$ cat config.mk
export PLATFORM = sky130hd
export DESIGN_NAME = smbus_host_seq
export DESIGN_NICKNAME = d
export VERILOG_FILES = /design/src/rtl/smbh_pkg.sv /design/src/rtl/smbh_regs.sv /design/src/rtl/smbh_seq.sv /design/src/rtl/smbus_host_seq.sv
export SDC_FILE = /design/constraint.sdc
export NUM_CORES = 1
export LEC_CHECK = 0
export BUFFER_PORTS_ARGS = -buffer_cell sky130_fd_sc_hd__buf_4
export CORE_ASPECT_RATIO = 0.75
export CORE_MARGIN = 2
export CORE_UTILIZATION = 35
export CTS_CLUSTER_DIAMETER = 150
export DETAILED_ROUTE_END_ITERATION = 8
export HOLD_SLACK_MARGIN = 0.06
export SYNTH_ARGS = -nofsm -noshare
export SYNTH_HDL_FRONTEND = slang
export SYNTH_SLANG_ARGS = --single-unit
$ cat constraint.sdc
create_clock -name clk -period 3.18 [get_ports clk]
set_input_delay 0.318 -clock clk [delete_from_list [all_inputs] [get_ports clk]]
set_output_delay 0.318 -clock clk [all_outputs]
set_load 0.05 [all_outputs]
$ cat src/rtl/smbh_pkg.sv
// Shared types for the SMBus host sequencer.
// Holds the engine op codes, the byte-source selector and the step planner
// that maps (type, direction, step index) to one engine operation.
package smbh_pkg;

    localparam int BYTE_W = 8;
    localparam int STEP_W = 3;

    typedef enum logic [1:0] {
        OP_START = 2'd0,
        OP_SEND  = 2'd1,
        OP_RECV  = 2'd2,
        OP_STOP  = 2'd3
    } bus_op_e;

    typedef enum logic [2:0] {
        SRC_NONE,
        SRC_ADDR,
        SRC_ADDR_WR,
        SRC_ADDR_RD,
        SRC_CMD,
        SRC_D0,
        SRC_D1
    } byte_src_e;

    typedef struct packed {
        bus_op_e   op;
        byte_src_e src;
        logic      to_d1;
        logic      last;
    } step_t;

    localparam logic [2:0] KIND_QUICK = 3'd0;
    localparam logic [2:0] KIND_BYTE  = 3'd1;
    localparam logic [2:0] KIND_BDATA = 3'd2;
    localparam logic [2:0] KIND_WORD  = 3'd3;

    function automatic step_t mk_step(bus_op_e op, byte_src_e src, logic to_d1, logic last);
        step_t s;
        s.op = op;
        s.src = src;
        s.to_d1 = to_d1;
        s.last = last;
        return s;
    endfunction

    // Returns the engine operation for a given step; anything past the end is STOP.
    function automatic step_t plan_step(logic [2:0] kind, logic rd, logic [STEP_W-1:0] idx);
        step_t s;
        s = mk_step(OP_STOP, SRC_NONE, 1'b0, 1'b0);
        if (idx == 0) begin
            s = mk_step(OP_START, SRC_NONE, 1'b0, 1'b0);
        end else begin
            case (kind)
                KIND_QUICK: begin
                    if (idx == 1) s = mk_step(OP_SEND, SRC_ADDR, 1'b0, 1'b0);
                end
                KIND_BYTE: begin
                    if (idx == 1) s = mk_step(OP_SEND, SRC_ADDR, 1'b0, 1'b0);
                    else if (idx == 2) s = rd ? mk_step(OP_RECV, SRC_NONE, 1'b0, 1'b1)
                                              : mk_step(OP_SEND, SRC_CMD, 1'b0, 1'b0);
                end
                KIND_BDATA, KIND_WORD: begin
                    if (idx == 1) s = mk_step(OP_SEND, SRC_ADDR_WR, 1'b0, 1'b0);
                    else if (idx == 2) s = mk_step(OP_SEND, SRC_CMD, 1'b0, 1'b0);
                    else if (rd) begin
                        if (idx == 3) s = mk_step(OP_START, SRC_NONE, 1'b0, 1'b0);
                        else if (idx == 4) s = mk_step(OP_SEND, SRC_ADDR_RD, 1'b0, 1'b0);
                        else if (idx == 5) s = mk_step(OP_RECV, SRC_NONE, 1'b0, kind == KIND_BDATA);
                        else if (idx == 6 && kind == KIND_WORD)
                            s = mk_step(OP_RECV, SRC_NONE, 1'b1, 1'b1);
                    end else begin
                        if (idx == 3) s = mk_step(OP_SEND, SRC_D0, 1'b0, 1'b0);
                        else if (idx == 4 && kind == KIND_WORD)
                            s = mk_step(OP_SEND, SRC_D1, 1'b0, 1'b0);
                    end
                end
                default: s = mk_step(OP_STOP, SRC_NONE, 1'b0, 1'b0);
            endcase
        end
        return s;
    endfunction

endpackage

$ cat src/rtl/smbh_regs.sv
// Register file and status logic of the SMBus host sequencer.
// Decodes byte-wide register writes, accepts start only when status is clear,
// holds write-one-to-clear status flags and freezes transfer registers while busy.
// Assumes the sequencer raises at most one finish pulse per cycle.
module smbh_regs
    import smbh_pkg::*;
#(
    parameter int ADDR_W = 4
) (
    input  logic              clk,
    input  logic              rst_n,
    input  logic [ADDR_W-1:0] reg_addr,
    input  logic              reg_we,
    input  logic [BYTE_W-1:0] reg_wdata,
    output logic [BYTE_W-1:0] reg_rdata,
    input  logic              fin_ok,
    input  logic              fin_dev,
    input  logic              fin_bus,
    input  logic              fin_fail,
    input  logic              rx_we,
    input  logic              rx_to_d1,
    input  logic [BYTE_W-1:0] rx_byte,
    output logic              start_acc,
    output logic [2:0]        kind_q,
    output logic              kill_q,
    output logic [BYTE_W-1:0] addr_q,
    output logic [BYTE_W-1:0] cmd_q,
    output logic [BYTE_W-1:0] d0_q,
    output logic [BYTE_W-1:0] d1_q
);

    localparam logic [ADDR_W-1:0] OFS_STAT = ADDR_W'(0);
    localparam logic [ADDR_W-1:0] OFS_CTRL = ADDR_W'(2);
    localparam logic [ADDR_W-1:0] OFS_CMD  = ADDR_W'(3);
    localparam logic [ADDR_W-1:0] OFS_ADDR = ADDR_W'(4);
    localparam logic [ADDR_W-1:0] OFS_D0   = ADDR_W'(5);
    localparam logic [ADDR_W-1:0] OFS_D1   = ADDR_W'(6);

    logic busy_q, done_q, dev_q, bus_q, fail_q, pec_q;
    logic any_fin, stat_we, ctrl_we, free_we;

    assign any_fin = fin_ok | fin_dev | fin_bus | fin_fail;
    assign stat_we = reg_we && (reg_addr == OFS_STAT);
    assign ctrl_we = reg_we && (reg_addr == OFS_CTRL);
    assign free_we = reg_we && !busy_q;
    assign start_acc = ctrl_we && reg_wdata[6] &&
                       !(busy_q | done_q | dev_q | bus_q | fail_q);

    // Status flags: finish events set, written ones clear, busy follows start/finish.
    always_ff @(posedge clk) begin
        if (!rst_n) begin
            busy_q <= 1'b0;
            done_q <= 1'b0;
            dev_q  <= 1'b0;
            bus_q  <= 1'b0;
            fail_q <= 1'b0;
        end else begin
            if (start_acc)    busy_q <= 1'b1;
            else if (any_fin) busy_q <= 1'b0;
            done_q <= fin_ok   | (done_q & ~(stat_we & reg_wdata[1]));
            dev_q  <= fin_dev  | (dev_q  & ~(stat_we & reg_wdata[2]));
            bus_q  <= fin_bus  | (bus_q  & ~(stat_we & reg_wdata[3]));
            fail_q <= fin_fail | (fail_q & ~(stat_we & reg_wdata[4]));
        end
    end

    // Control fields: kill always writable, type and PEC enable only when idle.
    always_ff @(posedge clk) begin
        if (!rst_n) begin
            kind_q <= 3'd0;
            kill_q <= 1'b0;
            pec_q  <= 1'b0;
        end else if (ctrl_we) begin
            kill_q <= reg_wdata[1];
            if (!busy_q) begin
                kind_q <= reg_wdata[4:2];
                pec_q  <= reg_wdata[7];
            end
        end
    end

    // Transfer registers: software writes when idle, received bytes when busy.
    always_ff @(posedge clk) begin
        if (!rst_n) begin
            addr_q <= '0;
            cmd_q  <= '0;
            d0_q   <= '0;
            d1_q   <= '0;
        end else begin
            if (free_we && reg_addr == OFS_ADDR) addr_q <= reg_wdata;
            if (free_we && reg_addr == OFS_CMD)  cmd_q  <= reg_wdata;
            if (rx_we && !rx_to_d1)              d0_q   <= rx_byte;
            else if (free_we && reg_addr == OFS_D0) d0_q <= reg_wdata;
            if (rx_we && rx_to_d1)               d1_q   <= rx_byte;
            else if (free_we && reg_addr == OFS_D1) d1_q <= reg_wdata;
        end
    end

    // Read mux; the start bit is a pulse and never reads back.
    always_comb begin
        case (reg_addr)
            OFS_STAT: reg_rdata = {3'b000, fail_q, bus_q, dev_q, done_q, busy_q};
            OFS_CTRL: reg_rdata = {pec_q, 2'b00, kind_q, kill_q, 1'b0};
            OFS_CMD:  reg_rdata = cmd_q;
            OFS_ADDR: reg_rdata = addr_q;
            OFS_D0:   reg_rdata = d0_q;
            OFS_D1:   reg_rdata = d1_q;
            default:  reg_rdata = '0;
        endcase
    end

    assert_start_busy_R2: assert property (@(posedge clk) disable iff (!rst_n)
        start_acc |=> busy_q);

    assert_done_clean_R7: assert property (@(posedge clk) disable iff (!rst_n)
        $rose(done_q) |-> !(dev_q || bus_q || fail_q));

    assert_w1c_done_R11: assert property (@(posedge clk) disable iff (!rst_n)
        (stat_we && reg_wdata[1] && !fin_ok) |=> !done_q);

    assert_frozen_R12: assert property (@(posedge clk) disable iff (!rst_n)
        busy_q |=> ($stable(addr_q) && $stable(cmd_q)));

endmodule

$ cat src/rtl/smbh_seq.sv
// Transaction sequencer of the SMBus host.
// Walks the step plan for the latched type, issues one engine request per step,
// routes received bytes, and ends on STOP completion, collision, kill or bad type.
// Assumes addr/kind are frozen by the register file while a transaction runs.
module smbh_seq
    import smbh_pkg::*;
(
    input  logic              clk,
    input  logic              rst_n,
    input  logic              start_acc,
    input  logic [2:0]        kind_q,
    input  logic              kill_q,
    input  logic [BYTE_W-1:0] addr_q,
    input  logic [BYTE_W-1:0] cmd_q,
    input  logic [BYTE_W-1:0] d0_q,
    input  logic [BYTE_W-1:0] d1_q,
    input  logic              eng_done,
    input  logic              eng_nack,
    input  logic              eng_lost,
    input  logic [BYTE_W-1:0] eng_rxbyte,
    output logic              eng_req,
    output bus_op_e           eng_op,
    output logic [BYTE_W-1:0] eng_txbyte,
    output logic              eng_last,
    output logic              eng_abort,
    output logic              fin_ok,
    output logic              fin_dev,
    output logic              fin_bus,
    output logic              fin_fail,
    output logic              rx_we,
    output logic              rx_to_d1,
    output logic [BYTE_W-1:0] rx_byte
);

    typedef enum logic [1:0] {ST_IDLE, ST_ISSUE, ST_WAIT} seq_state_e;

    seq_state_e        state_q;
    logic [STEP_W-1:0] idx_q;
    logic              stopping_q, dev_pend_q;
    step_t             cur;
    logic              supported;

    assign supported = (kind_q[2] == 1'b0);
    assign cur = stopping_q ? mk_step(OP_STOP, SRC_NONE, 1'b0, 1'b0)
                            : plan_step(kind_q, addr_q[0], idx_q);

    // Engine-facing fields of the current step.
    always_comb begin
        eng_op   = cur.op;
        eng_last = cur.last;
        rx_to_d1 = cur.to_d1;
        rx_byte  = eng_rxbyte;
        case (cur.src)
            SRC_ADDR:    eng_txbyte = addr_q;
            SRC_ADDR_WR: eng_txbyte = {addr_q[BYTE_W-1:1], 1'b0};
            SRC_ADDR_RD: eng_txbyte = {addr_q[BYTE_W-1:1], 1'b1};
            SRC_CMD:     eng_txbyte = cmd_q;
            SRC_D0:      eng_txbyte = d0_q;
            SRC_D1:      eng_txbyte = d1_q;
            default:     eng_txbyte = '0;
        endcase
    end

    // Per-cycle requests and finish events.
    always_comb begin
        eng_req   = 1'b0;
        eng_abort = 1'b0;
        fin_ok    = 1'b0;
        fin_dev   = 1'b0;
        fin_bus   = 1'b0;
        fin_fail  = 1'b0;
        rx_we     = 1'b0;
        case (state_q)
            ST_ISSUE: begin
                if (kill_q) begin
                    eng_abort = 1'b1;
                    fin_fail  = 1'b1;
                end else if (!supported) begin
                    fin_fail = 1'b1;
                end else begin
                    eng_req = 1'b1;
                end
            end
            ST_WAIT: begin
                if (kill_q) begin
                    eng_abort = 1'b1;
                    fin_fail  = 1'b1;
                end else if (eng_done) begin
                    if (eng_lost) fin_bus = 1'b1;
                    else if (cur.op == OP_STOP) begin
                        fin_ok  = !dev_pend_q;
                        fin_dev = dev_pend_q;
                    end else if (cur.op == OP_RECV) begin
                        rx_we = 1'b1;
                    end
                end
            end
            default: ;
        endcase
    end

    // Step walker: advance on completion, divert to STOP after a NACK.
    always_ff @(posedge clk) begin
        if (!rst_n) begin
            state_q    <= ST_IDLE;
            idx_q      <= '0;
            stopping_q <= 1'b0;
            dev_pend_q <= 1'b0;
        end else begin
            case (state_q)
                ST_IDLE: begin
                    if (start_acc) begin
                        state_q    <= ST_ISSUE;
                        idx_q      <= '0;
                        stopping_q <= 1'b0;
                        dev_pend_q <= 1'b0;
                    end
                end
                ST_ISSUE: begin
                    if (kill_q || !supported) state_q <= ST_IDLE;
                    else                      state_q <= ST_WAIT;
                end
                ST_WAIT: begin
                    if (kill_q) begin
                        state_q <= ST_IDLE;
                    end else if (eng_done) begin
                        if (eng_lost || cur.op == OP_STOP) begin
                            state_q <= ST_IDLE;
                        end else if (cur.op == OP_SEND && eng_nack) begin
                            stopping_q <= 1'b1;
                            dev_pend_q <= 1'b1;
                            state_q    <= ST_ISSUE;
                        end else begin
                            idx_q   <= idx_q + 1'b1;
                            state_q <= ST_ISSUE;
                        end
                    end
                end
                default: state_q <= ST_IDLE;
            endcase
        end
    end

    assert_req_pulse_R3: assert property (@(posedge clk) disable iff (!rst_n)
        eng_req |=> !eng_req);

    assert_lost_ends_R8: assert property (@(posedge clk) disable iff (!rst_n)
        (state_q == ST_WAIT && eng_done && eng_lost && !kill_q) |=> !eng_req);

    assert_abort_quiet_R9: assert property (@(posedge clk) disable iff (!rst_n)
        eng_abort |=> (!eng_req && state_q == ST_IDLE));

endmodule

$ cat src/rtl/smbus_host_seq.sv
// Top of the SMBus host transaction sequencer.
// Joins the register file to the step sequencer and exposes the register port
// and the simplified bus-engine handshake.
module smbus_host_seq
    import smbh_pkg::*;
#(
    parameter int ADDR_W = 4
) (
    input  logic              clk,
    input  logic              rst_n,
    input  logic [ADDR_W-1:0] reg_addr,
    input  logic              reg_we,
    input  logic [7:0]        reg_wdata,
    output logic [7:0]        reg_rdata,
    output logic              eng_req,
    output logic [1:0]        eng_op,
    output logic [7:0]        eng_txbyte,
    output logic              eng_last,
    output logic              eng_abort,
    input  logic              eng_done,
    input  logic              eng_nack,
    input  logic              eng_lost,
    input  logic [7:0]        eng_rxbyte
);

    logic              start_acc, kill_q;
    logic [2:0]        kind_q;
    logic [BYTE_W-1:0] addr_q, cmd_q, d0_q, d1_q, rx_byte;
    logic              fin_ok, fin_dev, fin_bus, fin_fail, rx_we, rx_to_d1;
    bus_op_e           op_e;

    assign eng_op = op_e;

    smbh_regs #(.ADDR_W(ADDR_W)) u_regs (
        .clk(clk), .rst_n(rst_n),
        .reg_addr(reg_addr), .reg_we(reg_we), .reg_wdata(reg_wdata), .reg_rdata(reg_rdata),
        .fin_ok(fin_ok), .fin_dev(fin_dev), .fin_bus(fin_bus), .fin_fail(fin_fail),
        .rx_we(rx_we), .rx_to_d1(rx_to_d1), .rx_byte(rx_byte),
        .start_acc(start_acc), .kind_q(kind_q), .kill_q(kill_q),
        .addr_q(addr_q), .cmd_q(cmd_q), .d0_q(d0_q), .d1_q(d1_q)
    );

    smbh_seq u_seq (
        .clk(clk), .rst_n(rst_n),
        .start_acc(start_acc), .kind_q(kind_q), .kill_q(kill_q),
        .addr_q(addr_q), .cmd_q(cmd_q), .d0_q(d0_q), .d1_q(d1_q),
        .eng_done(eng_done), .eng_nack(eng_nack), .eng_lost(eng_lost), .eng_rxbyte(eng_rxbyte),
        .eng_req(eng_req), .eng_op(op_e), .eng_txbyte(eng_txbyte), .eng_last(eng_last),
        .eng_abort(eng_abort),
        .fin_ok(fin_ok), .fin_dev(fin_dev), .fin_bus(fin_bus), .fin_fail(fin_fail),
        .rx_we(rx_we), .rx_to_d1(rx_to_d1), .rx_byte(rx_byte)
    );

endmodule

==> flow_summary.json <==
{
  "final_hold_viol_count": 0,
  "post-route-min-period_ns": 3.00,
  "relSlewSlack_pct": 54.1,
  "slew_violations": 0,
  "fin_ws_ns": 0.180,
  "fin_worst_skew_ns": 0.00364,
  "synth_top_area_cell": "dfxtp_1",
  "synthTopCellsByArea": "dfxtp_1, nand2_1, nand3_1",
  "cp_max_fo": 7,
  "core_area_mm2": 0.00916,
  "ios": 47,
  "yosys_warnings": 0,
  "dp_hpwl_um": 7370,
  "mostFrequentLayoutCells": "nand2_1, buf_4, dfxtp_1",
  "worst-slew-pin-transition_ns": 0.683,
  "p_leak_nw": 1.60,
  "synthCells": 399,
  "worst-endpoint-arrival_ns": 2.68,
  "insertion_delay_ns": 0.29,
  "synth_edf_count": 0,
  "num_antenna_cells": 0,
  "areaGrowthSynthToFinish_pct": 18.8,
  "grt_pass1_wl_um": 15900,
  "cts_tree": "built",
  "drt-wirelength-per-cell_um": 18.1,
  "num_rows": 30,
  "drc": 0,
  "drt_iter0_drc": 334,
  "synth-seq-area-share_pct": 28.7,
  "die-height_um": 88.7,
  "setup_tns_ns": 0,
  "synthArstFlopShare_pct": 0,
  "antenna_left": 0,
  "port_buffers": 46,
  "start_util_pct": 36.6,
  "power.density_mw_per_mm2": 404,
  "grt_pass1_vias": 2836,
  "rrSetupSlack_ns": 0.49,
  "fin_cells": 565,
  "crit_type": "flip-flop to output port",
  "viasPerCell": 5.80,
  "cts_buffer_depth": 2,
  "cts_buffers": 5,
  "firstDrtPassIters": 5,
  "avgSynthCellArea_um2": 8.40,
  "nets": 471,
  "synth.top_cell.area_share_pct": 28.7,
  "place_ws_ns": 0.318,
  "vias": 3275,
  "root_buffer": "clkbuf_16",
  "place.gp.congestion": 0.879,
  "die_width_um": 117,
  "worst_hold_slack_ns": 0.273,
  "finalCritPeriodShare_pct": 94.3,
  "htree_levels": 2,
  "crit_path_end_kind": "output port",
  "maxCapViolations": 0,
  "critPathLaunchType": "flip-flop",
  "ys.flop_type": "dfxtp_1",
  "place_inst": 553,
  "path_clk_slew_ns": 0.07,
  "synth_nets": 434,
  "final_common_cell": "nand2_1",
  "clkSinkCount": 48,
  "status": "finished clean",
  "peakVddDrop_mv": 0.194,
  "dieArea_mm2": 0.0104,
  "required_ns": 2.86,
  "hold_buffers": 0,
  "rsz0062_at_grt": "no",
  "syn_area_mm2": 0.00335,
  "max_freq_ghz": 0.333,
  "gr-usage-all-layers_pct": 20.1,
  "drive_above_1_share_pct": 20.6,
  "ys_types": 67,
  "power_w": 0.00161,
  "wl_um": 10300,
  "grt_overflow": 0,
  "synth_seq_cells": 48,
  "setup_viol": 0,
  "antenna_found_initial": 0,
  "grt_max_degree": 51,
  "min_path_type": "primary input to flip-flop"
}
==> state kept, by name (all words and copies together) (netlist names) <==
signal            flops
u_regs.dev_q          1
u_regs.bus_q          1
u_regs.d1_q           8
u_regs.fail_q         1
u_seq.state_q         2
u_regs.busy_q         1
u_regs.done_q         1
u_seq.dev_pend_q      1
u_regs.cmd_q          8
u_regs.addr_q         8
u_regs.d0_q           8
u_regs.kind_q         3
u_regs.kill_q         1
u_regs.pec_q          1
u_seq.idx_q           3
==> where the power goes <==
part	internal, W	total, W	switching (W)
combinational	0.000100	0.000276	0.000175
sequential	0.000615	0.000631	0.0000161
clock	0.000454	0.000703	0.000249
==> synth_stat cells (3+ instances only) <==
master / count
o21a_1: 3
ha_1: 9
a222oi_1: 4
nor3_1: 6
inv_1: 13
o211a_1: 9
a21boi_0: 15
nor3b_1: 4
nor2b_1: 7
nand2b_1: 5
nand4b_1: 3
a221o_1: 8
o21ai_0: 18
a22oi_1: 9
nand2_1: 58
and3_1: 4
nor4_1: 3
a21oi_1: 6
buf_4: 3
a31oi_1: 4
dfxtp_1: 48
mux2i_1: 19
o311a_1: 8
buf_6: 3
nor2_1: 17
a21boi_1: 9
nand3_1: 40
clkbuf_1: 14
==> layer usage <==
layer / global-route usage, % / vias up / share of wire, %
met4: 4.49 / 0 / 1.2
li1: - / 1571 / -
met5: 0 / - / 0
met1: 32.7 / 1577 / 53
met2: 27.4 / 118 / 41
met3: 2.47 / 9 / 5.3
==> cells by family (layout without fill, tap and decap cells) <==
group	count (synthesis)	in the layout	share of synthesized area, %
and+or+nand+nor	169	169	27.1
AOI/OAI and AO/OA	115	115	28.8
DFF	48	48	28.7
buffers and inverters	39	77	6.35
muxes	19	19	5.68
adders and majority gates	9	9	3.36
==> worst max-delay path: stages (launching register included) <==
cell and delay (ns):
dfxtp_1 0.35, inv_1 0.11, ha_1 0.32, or2b_2 0.39
nand2_1 0.17, a211o_1 0.29, o211ai_1 0.13, buf_4 0.18
nor2_1 0.12, a221o_1 0.12, buf_4 0.19
==> timing repair <==
action | in CTS | in global routing
buffers inserted | 0 | 4
gates resized for setup | 0 | 4
setup endpoints to repair | 0 | 7
==> metrics by stage <==
stage / utilization, % / area [µm²]
2_1_floorplan: - / 3350
3_3_place_gp: 40.8 / 3740
3_5_place_dp: 40.8 / 3740
4_1_cts: 43.0 / 3930
5_1_grt: 43.5 / 3980
6_report: 43.5 / 3980
==> worst paths after layout <==
path,start,depth (start not counted),endpoint
max reg2reg,u_seq.idx_q[0],8,u_regs.d0_q[4]
max,u_seq.idx_q[0],10,eng_txbyte[6]
min reg2reg,u_regs.cmd_q[5],2,u_regs.cmd_q[5]
min,eng_rxbyte[1],2,u_regs.d0_q[1]
==> cell type report <==
cell class              count  area, µm²
multi-input cells         312       2200
flip-flops and latches     48        961
fillers                   928       5180
repair buffers             56        420
clock buffers               5        125
well taps                 128        160
clock inverters             3       68.8
inverters                  13       48.8
No activity file was read; power rests on OpenSTA's default activity.
